[config.mk]
export PLATFORM = sky130hd
export DESIGN_NAME = sat_alu
export DESIGN_NICKNAME = d
export VERILOG_FILES = /design/src/rtl/sat_alu.sv
export SDC_FILE = /design/constraint.sdc
export NUM_CORES = 1
export LEC_CHECK = 0
export BUFFER_PORTS_ARGS = -buffer_cell sky130_fd_sc_hd__clkbuf_2
export CAP_MARGIN = 25
export CORE_UTILIZATION = 48
export CTS_CLUSTER_SIZE = 24
export DETAILED_ROUTE_END_ITERATION = 12
export PLACE_DENSITY = 0.78
export SLEW_MARGIN = 0
export SYNTH_ARGS = -nofsm -noshare
export SYNTH_HDL_FRONTEND = slang
export SYNTH_SLANG_ARGS = --single-unit
[constraint.sdc]
create_clock -name clk -period 4.49 [get_ports clk]
set_input_delay 0.449 -clock clk [delete_from_list [all_inputs] [get_ports clk]]
set_output_delay 0.449 -clock clk [all_outputs]
set_load 0.1 [all_outputs]
[src/rtl/sat_alu.sv]
module sat_alu #(
  parameter int W = 32,
  parameter logic [3:0] CC_ALWAYS = 4'hE
) (
  input  logic         clk,
  input  logic         rst,
  input  logic         in_valid,
  input  logic [31:0]  instr,
  input  logic [W-1:0] opnd_a,
  input  logic [W-1:0] opnd_b,
  input  logic         cond_pass,
  input  logic         flag_clr,
  output logic         out_valid,
  output logic         wr_en,
  output logic [3:0]   rd_idx,
  output logic [W-1:0] result,
  output logic         q_flag
);
  localparam int S = W - 1;
  localparam logic [W-1:0] MAXV = {1'b0, {S{1'b1}}};
  localparam logic [W-1:0] MINV = {1'b1, {S{1'b0}}};

  logic [1:0]   op;
  logic         exec;
  logic [W-1:0] dbl_raw, dbl_sat, rhs, raw, fin;
  logic         dbl_ovf, fin_ovf, sat_evt;

  assign op   = instr[22:21];
  assign exec = (instr[31:28] == CC_ALWAYS) || cond_pass;

  assign dbl_raw = opnd_b << 1;
  assign dbl_ovf = op[1] && (dbl_raw[S] != opnd_b[S]);
  assign dbl_sat = dbl_ovf ? (dbl_raw[S] ? MAXV : MINV) : dbl_raw;
  assign rhs     = op[1] ? dbl_sat : opnd_b;

  assign raw = op[0] ? (opnd_a - rhs) : (opnd_a + rhs);

  always_comb begin
    if (op[0])
      fin_ovf = (opnd_a[S] != rhs[S]) && (raw[S] != opnd_a[S]);
    else
      fin_ovf = (opnd_a[S] == rhs[S]) && (raw[S] != opnd_a[S]);
  end

  assign fin     = fin_ovf ? (raw[S] ? MAXV : MINV) : raw;
  assign sat_evt = dbl_ovf || fin_ovf;

  always_ff @(posedge clk) begin
    if (rst) begin
      out_valid <= 1'b0;
      wr_en     <= 1'b0;
      rd_idx    <= '0;
      result    <= '0;
      q_flag    <= 1'b0;
    end else begin
      out_valid <= in_valid;
      wr_en     <= in_valid && exec;
      if (in_valid) rd_idx <= instr[15:12];
      if (in_valid && exec) result <= fin;
      if (in_valid && exec && sat_evt) q_flag <= 1'b1;
      else if (flag_clr)               q_flag <= 1'b0;
    end
  end
endmodule

# Word level (Yosys, flattened, before mapping)
# Cells that the tools add are included.
[word_totals] word_cells=29 inputBits=101 regBits=39
[classes] n_addsub=2 n_mux=9 n_eq_ne=5 n_reduce_logical=8
[ops] op="two-way mux 32 bit" count=6
[ops] op="adder 32 bit" count=1
[ops] op="subtractor 32 bit" count=1
[ops] op="logical AND 1 bit" count=5
[ops] op="== test 4 bit, second input constant" count=1
[ops] op="two-way mux 1 bit" count=3
[ops] op="inequality test 1 bit" count=3
[ops] op="logical OR 1 bit" count=2
[ops] op="nonzero test 2 bit" count=1
[ops] op="== test 1 bit" count=1

# Longest topological paths before layout
# Gate-level depths: netlist of run 1.
[logic_depth] word_depth=12 mapped_depth=25 ltp_nobuf=21

# Least setup slack after synthesis of run 1
# Ideal clock, no wire load.
[synth_path] path_type="input to register" from="in opnd_b[30]" to="reg result[1]" path_slack_ns=-0.278 required_ns=4.412 setup_ns=0.078 arrival_ns=4.690 n_path_buf=3 path_stages=24 cell_sequence="buf_4 > inv_1 > a211oi_1 > a2111oi_0 > and4b_1 > and2_1 > nand2b_1 > or2_2 > nor2b_1 > nor2_1 > xnor2_1 > ha_1 > and3_1 > and3_1 > o211ai_1 > o211ai_2 > a41oi_1 > o31ai_2 > xnor2_1 > o211ai_2 > buf_6 > buf_6 > o22ai_1 > nor3_1"
[synth_via] elab_chain_cells=10
[synth_rtl] element="start: declaration" line_no="10" source="input logic [W-1:0] opnd_b,"
[synth_rtl] element="inequality test 1 bit" line_no="32" source="assign dbl_ovf = op[1] && (dbl_raw[S] != opnd_b[S]);"
[synth_rtl] element="logical AND 1 bit" line_no="32"
[synth_rtl] element="two-way mux 32 bit" line_no="33" source="assign dbl_sat = dbl_ovf ? (dbl_raw[S] ? MAXV : MINV) : dbl_raw;"
[synth_rtl] element="two-way mux 32 bit (*)" line_no="34" source="assign rhs = op[1] ? dbl_sat : opnd_b;"
[synth_rtl] element="adder 32 bit / subtractor 32 bit (equally long branches)" line_no="36" source="assign raw = op[0] ? (opnd_a - rhs) : (opnd_a + rhs);"
[synth_rtl] element="two-way mux 32 bit" line_no="36"
[synth_rtl] element="inequality test 1 bit" line_no="40, 42"
[synth_rtl] element="logical AND 1 bit, on equally long branches" line_no="42, 40"
[synth_rtl] element="two-way mux 1 bit" line_no="39" source="if (op[0])"
[synth_rtl] element="two-way mux 32 bit (*)" line_no="45" source="assign fin = fin_ovf ? (raw[S] ? MAXV : MINV) : raw;"
[synth_rtl] element="end signal: assignment" line_no="59" source="if (in_valid && exec) result <= fin;"
[synth_rtl] element="end: declaration" line_no="16" source="output logic [W-1:0] result,"
# Every way passes the cells marked *; elsewhere a longest branch is shown, timed or not.
# A chain may end at the register's enable or synchronous reset.

# Worst setup path after layout of run 1
[layout_path] from="in instr[22]" to="reg result[4]"
[layout_via] elab_chain_cells=9
[layout_rtl] element="start: declaration" line_no="8" source="input logic [31:0] instr,"
[layout_rtl] element="logical AND 1 bit" line_no="32"
[layout_rtl] element="two-way mux 32 bit" line_no="33"
[layout_rtl] element="two-way mux 32 bit (*)" line_no="34"
[layout_rtl] element="adder 32 bit / subtractor 32 bit (equally long branches)" line_no="36"
[layout_rtl] element="two-way mux 32 bit" line_no="36"
[layout_rtl] element="inequality test 1 bit" line_no="40, 42"
[layout_rtl] element="logical AND 1 bit, on equally long branches" line_no="42, 40"
[layout_rtl] element="two-way mux 1 bit" line_no="39"
[layout_rtl] element="two-way mux 32 bit (*)" line_no="45"
# Marks and branches as above.

==> impl_metrics.ini, run 1 <==
[floorplanning]
dieArea_um2 = 10100
start_util = 0.501
dieHeight_um = 101
io_pins = 140
rows = 35
die_w_um = 101
core-area_um2 = 9330

[logic_synthesis]
synth-adder-area-share = 0.124
ys_warn_count = 0
ys_seq_area_frac = 0.167
synthSimpleGateAreaFrac = 0.222
synth_enable_flop_cells = 0
netlist-cell-type-count = 71
syn_avg_cell_area_um2 = 7.42
synthXorXnorAreaFrac = 0.105
syn_inst = 630
synthMuxAreaShare = 0.0463
synth-compound-area-share = 0.284
synthFlopType = dfxtp_1
synth.net_count = 763
async_flop_share = 0
synth_top_family_by_area = compound AO/OA/AOI/OAI gates
synth_area_um2 = 4680
synth-seq-cells = 39

[min_path]
min_path_type = primary input to register
hold_depth = 3
holdPathEnd = rd_idx[3]
min_from = instr[15]

[pwr]
leakagePower_uw = 0.00318
ir_drop_uv = 192
p_per_area_nw_per_um2 = 303

[setup_path]
r2r_setup_slack_ns = 3.66
reg2reg_depth = 2
r2r_start = result[0]
cp_max_fo = 6
start_kind = primary input
cp-end-kind = register
cp.arrival_ns = 4.75
required_ns = 4.69
critPathKind = primary input to register
rr_endpoint = result[0]

[grt]
grt_max_degree = 41
antenna_found_initial = 0
grt_pass1_wl_um = 23600
grt.overflow.total = 0
grt_pass1_vias = 5208
grt.total_usage = 0.286

[timing]
skew_ns = 0
max_freq_mhz = 220
finalCritPeriodShare = 1.01
slew_headroom = 0.392
slew_viol_final = 0
fin_ws_ns = -0.0621
hold_violations = 0
rsz0062_at_grt = true
setup_tns_ns = -0.472
worst_slew_pin_slew_ns = 0.912
fin_crit_ns = 4.55
finalSetupViolations = 16

[route]
drcViolationCount = 0
drtAntennaViolNets = 0
routed_wl_um = 16200
vias_per_cell = 5.77
dr.pass1.iters = 5
wire_per_inst_um = 16.4
num_vias = 5698
initialDrtViolationCount = 283

[layout]
fin_cells = 987
nFillCells = 708
nNetsFinal = 990
drive_gt1_frac = 0.413
register_area_um2 = 781
synthToLayoutAreaGrowth_pct = 49.9
antenna_cells = 0
multi_input_area_um2 = 4100

[place]
numPortBuffers = 117
gp_congestion = 0.954
dp.cells = 963
hpwl_um = 11800
place_ws_ns = -0.494

[clock_tree]
clockBufferDepth = 2
cts_hold_buffers = 0
root_buffer = clkbuf_8
ctsHtreeMaxLevel = 2
cts_sinks = 39
clkTransAtPathRegs_ns = 0.07
cts_made_buffers = 5
cts_tree = built
clkLatencyLatePin_ns = 0.30

[status]
outcome = finished with violations
violations = setup timing

[flow_run]
maxCapViolCount = 0
## worst max path at each step
stage	start	end	depth (start not counted)
finish	instr[22]	result[4]	26
detailed placement	opnd_b[31]	result[30]	19
floorplan	opnd_b[31]	result[1]	24
global route	opnd_b[31]	result[4]	27
global placement	opnd_b[31]	result[30]	19
CTS	opnd_b[31]	result[8]	24
## registers in the layout, indices dropped and copies added (netlist names)
register / count
result: 32
rd_idx: 4
out_valid: 1
q_flag: 1
wr_en: 1
## logic make-up (layout without fill, tap and decap cells)
kind of cell	after synthesis	count (layout)
AND/OR/NAND/NOR	205	205
buffers and inverters	51	279
adder cells (fa/ha/maj)	49	49
XOR/XNOR	56	56
flip-flops	39	39
multiplexers	21	21
AO/OA/AOI/OAI	209	209
## report_power, final
group | switching, µW | internal (µW) | total, µW
logic | 851 | 567 | 1420
registers | 20.3 | 379 | 400
clock network | 125 | 180 | 305
total | 996 | 1130 | 2120
## Yosys cell counts (all sizes together), types with 5 or more instances
library cell  count  area [µm²]
and2              5        31.3
dfxtp            39         781
o211ai            5        47.5
maj3             17         170
a21o              8        60.1
and3              6        37.5
mux2i            19         190
xnor2            24         210
o21ai            40         200
ha               31         388
nor2b            13        81.3
nand2            26        97.6
nand3             6        30.0
nor3             32         160
o21bai            5        37.5
a21oi            85         425
a2111oi           6        62.6
a2bb2oi          11        96.3
nand2b           13        81.3
inv              16        60.1
nor2             72         273
xor2             32         280
o21a             10        75.1
or3               8        50.1
buf              13         101
clkbuf           22        82.6
a211oi            8        65.1
## repair_timing
item,in CTS,in global routing
resized for setup,17,93
setup endpoints to repair,32,33
buffers inserted,3,9
pin swaps,11,38
gates cloned,1,3
## cell usage in the layout, fill, tap and decap left out, types with 4 or more instances in the layout
cell type	count
clkbuf_2	115
nand2_1	24
mux2i_1	19
ha_1	31
buf_4	122
nor3_2	5
a2bb2oi_1	9
dfxtp_1	39
o21ai_0	34
maj3_1	17
nand3_1	6
xnor2_1	22
and2_1	4
a21oi_2	24
xor2_1	32
nand2b_1	12
nor2b_1	8
o21ai_1	6
a211oi_2	5
o21bai_1	5
clkbuf_8	6
nor2_1	69
inv_1	12
a21o_1	8
o21a_1	10
nor3_1	27
and3_1	4
or3_1	8
buf_6	9
a21oi_1	56
a21oi_4	5
## per-stage QoR
stage / power, µW / utilization / cell area, µm² / hold WS, ns
floorplan: 1240 / - / 4750 / 0.532
CTS: 1950 / 0.692 / 6460 / 0.396
detailed placement: 1620 / 0.670 / 6250 / 0.458
global placement: 1590 / 0.670 / 6250 / 0.433
global route: 2220 / 0.751 / 7010 / 0.407
finish: 2120 / 0.751 / 7010 / 0.389
## metal layers
| layer | vias to the layer above | GRT usage | wire length (µm) |
|---|---|---|---|
| met3 | 46 | 0.0236 | 834 |
| li1 | 2773 | - | - |
| met2 | 244 | 0.498 | 8100 |
| met1 | 2635 | 0.364 | 6770 |
| met5 | - | 0 | 0 |
| met4 | 0 | 0.114 | 511 |
## area by class of cell
| class | count | share of cell area |
|---|---|---|
| multi-input cells | 540 | 0.586 |
| repair buffers | 255 | 0.253 |
| clock inverters | 2 | 0.00500 |
| well taps | 129 | 0.0230 |
| clock buffers | 6 | 0.0118 |
| inverters | 16 | 0.0104 |
| flip-flops and latches | 39 | 0.111 |
## worst max-delay path, stage by stage
cell and delay [ns]:
buf_8 0.08, inv_6 0.03, or4_4 0.52, o311ai_4 0.10, nor3b_4 0.24, and2_4 0.19
nand2b_4 0.05, or2_4 0.24, nor2b_4 0.12, nor2_2 0.04, xnor2_1 0.13, ha_1 0.34
and3_4 0.20, and3_4 0.17, o211ai_1 0.10, o211ai_2 0.12, a41oi_2 0.20, o31ai_4 0.37
buf_6 0.16, nand4b_1 0.11, o211ai_2 0.10, buf_6 0.17, buf_12 0.14, buf_8 0.13
a21oi_2 0.03, nor3_1 0.19
(Power assumes the default switching activity.)
==> run 2: changes to the inputs <==
--- a/config.mk
+++ b/config.mk
@@ -5,6 +5,7 @@
 export SDC_FILE = /design/constraint.sdc
 export NUM_CORES = 1
 export LEC_CHECK = 0
+export ABC_AREA = 1
 export BUFFER_PORTS_ARGS = -buffer_cell sky130_fd_sc_hd__clkbuf_2
 export CAP_MARGIN = 25
 export CORE_UTILIZATION = 48
==> run 2 against run 1 <==
  * The run now ends clean
  * Maximum frequency increased by 14%
  * Cell count rose by 0.71%
  * Critical path depth increased by 4
  * Wire length is 30% lower
  * Sequential cell count unchanged
  * Global-route usage fell by 5.9 points
  * Register-to-register slack improved by 0.12 ns
  * Critical endpoint is now q_flag
==> impl_metrics.ini, run 2 <==
[setup_path]
crit_buf_inv = 6
critPathKind = primary input to register
start_kind = primary input
rr_endpoint = result[15]
slowest_delay_ns = 0.30
cp-end-kind = register
reg2reg_depth = 2
required_ns = 4.67
cp.arrival_ns = 4.19
cpMaxStageDelayCell = ha_1
crit_family = simple AND/OR/NAND/NOR gates
r2r_start = result[15]
r2r_setup_slack_ns = 3.78
cp_max_fo = 32
crit_top_cell = nand2_1

[timing]
max_freq_mhz = 250
fin_ws_ns = 0.483
setup_tns_ns = 0
hold_violations = 0
holdWs_ns = 0.377
rsz0062_at_grt = false
finalSetupViolations = 0
fin_crit_ns = 4.01
slew_viol_final = 0
worst_slew_pin_slew_ns = 0.817
skew_ns = 0
slew_headroom = 0.455
finalCritPeriodShare = 0.892

[floorplanning]
start_util = 0.501
core-area_um2 = 9330
die_w_um = 101
dieHeight_um = 101
rows = 35
io_pins = 140
dieArea_um2 = 10100

[logic_synthesis]
synth_top_area_frac = 0.167
syn_avg_cell_area_um2 = 6.31
synth-seq-cells = 39
synth_area_um2 = 4670
synthFlopType = dfxtp_1
synth.net_count = 874
netlist_top_cells_count = nand2_1, nor2_1, inv_1
ys_seq_area_frac = 0.167
syn_inst = 741
ys_top_cells_by_area = dfxtp_1, nand2_1, ha_1
synth_enable_flop_cells = 0
async_flop_share = 0
yosysMostFrequentCell = nand2_1
ys_warn_count = 0
synth_top_area_cell = dfxtp_1
netlist-cell-type-count = 38

[layout]
final_cell_mix = nand2_1, clkbuf_2, nor2_1
nNetsFinal = 997
antenna_cells = 0
max_flop_register = result
drive_gt1_frac = 0.237
synthToLayoutAreaGrowth_pct = 19.4
reg.largest.list = result: 32 flops, rd_idx: 4 flops
largest_register_ffs = 32
layout_commonest_cell = nand2_1

[min_path]
min_path_type = primary input to register
holdPathEnd = out_valid
min_from = rst
hold_depth = 2

[grt]
grt.met2_usage = 0.396
antenna_found_initial = 0
grt_max_degree = 37
grt.overflow.total = 0
grt_use_met1 = 0.302
grt_pass1_wl_um = 19200
grt_pass1_vias = 4518
top_usage_layer = met2
use_met3 = 0.0270
grt.total_usage = 0.227

[clock_tree]
clockBufferDepth = 2
cts_resized = 0
cts_tree = built
ctsHtreeMaxLevel = 2
root_buffer = clkbuf_8
clkTransAtPathRegs_ns = 0.07
cts_sinks = 39
cts_made_buffers = 5
clkLatencyLatePin_ns = 0.28
cts_hold_buffers = 0
post_cts.repair.setup_buffers = 0

[route]
wire_per_inst_um = 11.4
drcViolationCount = 0
initialDrtViolationCount = 225
vias_per_cell = 4.99
num_vias = 4958
routed_wl_um = 11400
dr.pass1.iters = 5
drtAntennaViolNets = 0

[place]
hpwl_um = 9640
numPortBuffers = 117
place_ws_ns = -0.0748
gp_congestion = 0.933

[pwr]
leakagePower_uw = 0.00291
ir_drop_uv = 212
p_per_area_nw_per_um2 = 322

[flow_run]
maxCapViolCount = 0

[status]
outcome = finished clean
run 2: layout make-up:
type	count	area, µm²
clock buffer	6	82.6
sequential	39	781
timing repair buffer	141	803
inverter	83	315
tap	129	161
fill	973	3740
clock inverter	2	35.0
multi-input combinational	594	3400
run 2: worst register-to-register path, stage by stage, from the launching register on:
cell and delay, ns:
dfxtp_1 0.32, o21ai_0 0.22, a21oi_2 0.05
run 2: report_power, final:
part / internal [µW] / leakage (µW) / switching, µW
clock network: 180 / 0.0000612 / 119
logic: 357 / 0.00253 / 752
registers: 378 / 0.000322 / 15.0
total: 915 / 0.00291 / 885
run 2: kinds of logic after synthesis:
logic type | count (synthesis) | share of synthesized area
xor gates and xnor gates | 59 | 0.111
adders and majority gates | 32 | 0.0873
and+or+nand+nor | 329 | 0.296
buffers and inverters | 109 | 0.110
AOI/OAI and AO/OA | 173 | 0.229
DFF | 39 | 0.167
run 2: worst max-delay path by stage:
| stage | startpoint | to | slack (ns) | cells past startpoint |
|---|---|---|---|---|
| global route | opnd_b[30] | result[16] | 0.04 | 29 |
| CTS | instr[22] | result[15] | 0.22 | 30 |
| finish | opnd_b[30] | q_flag | 0.48 | 30 |
| global placement | instr[22] | result[12] | 0.006 | 27 |
| detailed placement | instr[22] | result[12] | -0.07 | 30 |
| floorplan | instr[22] | result[11] | 0.68 | 28 |
run 2: metrics by stage:
stage | area, µm² | util | instances | power, µW
2_1_floorplan | 4670 | - | 741 | 1280
3_3_place_gp | 5440 | 0.584 | 985 | 1490
3_5_place_dp | 5440 | 0.584 | 985 | 1500
4_1_cts | 5560 | 0.596 | 993 | 1800
5_1_grt | 5580 | 0.599 | 994 | 1930
6_report | 5580 | 0.599 | 994 | 1800
run 2: layer usage:
metal | vias to the layer above | share of wire
li1 | 2680 | -
met1 | 2109 | 0.48
met2 | 154 | 0.45
met3 | 15 | 0.059
met4 | 0 | 0.012
met5 | - | 0
==> run 3: changes to the inputs <==
--- a/config.mk
+++ b/config.mk
@@ -11,6 +11,7 @@
 export CORE_UTILIZATION = 48
 export CTS_CLUSTER_SIZE = 24
 export DETAILED_ROUTE_END_ITERATION = 12
+export GPL_TIMING_DRIVEN = 0
 export PLACE_DENSITY = 0.78
 export SLEW_MARGIN = 0
 export SYNTH_ARGS = -nofsm -noshare
==> run 3 against run 2 <==
  * Core utilization up 0.054 points
  * Hold slack worse by 0.0040 ns
  * Critical path type unchanged
  * Count of clock-buffer cells in the layout up 2
  * Wire length rose by 2.4%
  * Cell area hardly changed
  * Non-clock buffer count is 3 higher
==> impl_metrics.ini, run 3 (synthesized netlist as in run 2, its figures left out) <==
[grt]
antenna_found_initial = 0
grt_max_degree = 12
grt.total_usage = 0.229
grt.overflow.total = 0
grt_pass1_vias = 4293
grt_pass1_wl_um = 19100

[layout]
design_area_um2 = 5590
largest_register_ffs = 32
layout_commonest_cell = nand2_1
fin_cells = 996
max_flop_register = result
antenna_cells = 0
drive_gt1_frac = 0.233
synthToLayoutAreaGrowth_pct = 19.5
nFillCells = 947
reg.largest.list = result: 32 flops, rd_idx: 4 flops
final_cell_mix = nand2_1, clkbuf_2, nor2_1
nNetsFinal = 999

[timing]
finalCritPeriodShare = 0.905
slew_viol_final = 0
holdWs_ns = 0.373
finalSetupViolations = 0
max_freq_mhz = 246
fin_crit_ns = 4.06
slew_headroom = 0.631
setup_tns_ns = 0
hold_violations = 0
worst_slew_pin_slew_ns = 0.556
skew_ns = 0

[setup_path]
r2r_setup_slack_ns = 3.76
start_kind = primary input
cp.arrival_ns = 4.23
crit_family = simple AND/OR/NAND/NOR gates
crit_buf_inv = 7
crit_top_cell = nor2_1
rr_endpoint = result[22]
reg2reg_depth = 2
cp_max_fo = 10
critPathKind = primary input to register
cp-end-kind = register
required_ns = 4.66
cpMaxStageDelayCell = ha_1
slowest_delay_ns = 0.38
r2r_start = result[22]

[floorplanning]
dieHeight_um = 101
die_w_um = 101
rows = 35
dieArea_um2 = 10100
start_util = 0.501
core-area_um2 = 9330
io_pins = 140

[route]
dr.pass1.iters = 6
wire_per_inst_um = 11.7
num_vias = 4948
routed_wl_um = 11700
initialDrtViolationCount = 232
vias_per_cell = 4.97
drcViolationCount = 0
drtAntennaViolNets = 0

[place]
dp.cells = 985
place_area_um2 = 5410
gp_congestion = 0.933
numPortBuffers = 115
hpwl_um = 9990

[clock_tree]
clkTransAtPathRegs_ns = 0.07
ctsHtreeMaxLevel = 2
clockBufferDepth = 2
cts_sinks = 39
clkLatencyLatePin_ns = 0.28
cts_made_buffers = 5
cts_tree = built
root_buffer = clkbuf_8

[min_path]
min_from = rst
holdPathEnd = result[31]
min_path_type = primary input to register
hold_depth = 2

[flow_run]
maxCapViolCount = 0

[status]
outcome = finished clean

[pwr]
p_per_area_nw_per_um2 = 314
leakagePower_uw = 0.00288
ir_drop_uv = 175
run 3: changes by cell type in the layout (fill, tap and decap cells not counted), sizes merged:
cell	delta
clkinv	-1
bufinv	-1
clkbuf	+10
buf	-5
a21oi	-1
run 3: worst max-delay path by stage:
stage / to / slack [ns] / startpoint / cells after the start
5_1_grt: result[14] / -0.004 / opnd_b[30] / 31
4_1_cts: result[19] / 0.30 / opnd_b[30] / 28
6_report: result[19] / 0.43 / opnd_b[30] / 28
3_3_place_gp: result[19] / 0.05 / opnd_b[30] / 28
2_1_floorplan: result[11] / 0.68 / instr[22] / 28
3_5_place_dp: result[19] / 0.003 / opnd_b[30] / 28
run 3: worst register-to-register path, delay by kind of cell, from the launching register on:
kind | cells | cell delay, ns
flops | 1 | 0.33
compound gates | 2 | 0.29
run 3: through the flow:
stage	setup WS, ns	total power, µW	util
after floorplan	0.676	1280	-
after global placement	0.0463	1480	0.580
after detailed placement	0.00303	1490	0.580
after CTS	0.300	1740	0.591
after global routing	-0.00363	1890	0.599
final	0.427	1750	0.599
run 3: cell type report:
cell class / count / area [µm²] / area share
Buffer: 26 / 210 / 0.0376
Sequential cell: 39 / 781 / 0.140
Clock buffer: 8 / 100 / 0.0179
Multi-Input combinational cell: 593 / 3420 / 0.612
Timing Repair Buffer: 118 / 598 / 0.107
Tap cell: 129 / 161 / 0.0289
Inverter: 83 / 315 / 0.0564
run 3: timing repair:
action	CTS	global route
setup endpoints to repair	0	32
gates resized for setup	0	13
buffers inserted	0	3
hold buffers	0	0
run 3: per-layer routing:
metal / routed length [µm] / share of wire / GRT usage
met4: 163 / 0.014 / 0.0468
met3: 527 / 0.045 / 0.0153
met2: 5380 / 0.46 / 0.403
met5: 0 / 0 / 0
met1: 5580 / 0.48 / 0.308
run 3: where the power goes:
group / internal, µW / switching [µW] / total (µW) / leakage (µW)
Sequential: 378 / 15.5 / 394 / 0.000322
Clock: 140 / 110 / 250 / 0.0000515
Combinational: 353 / 756 / 1110 / 0.00251
Total: 872 / 881 / 1750 / 0.00288
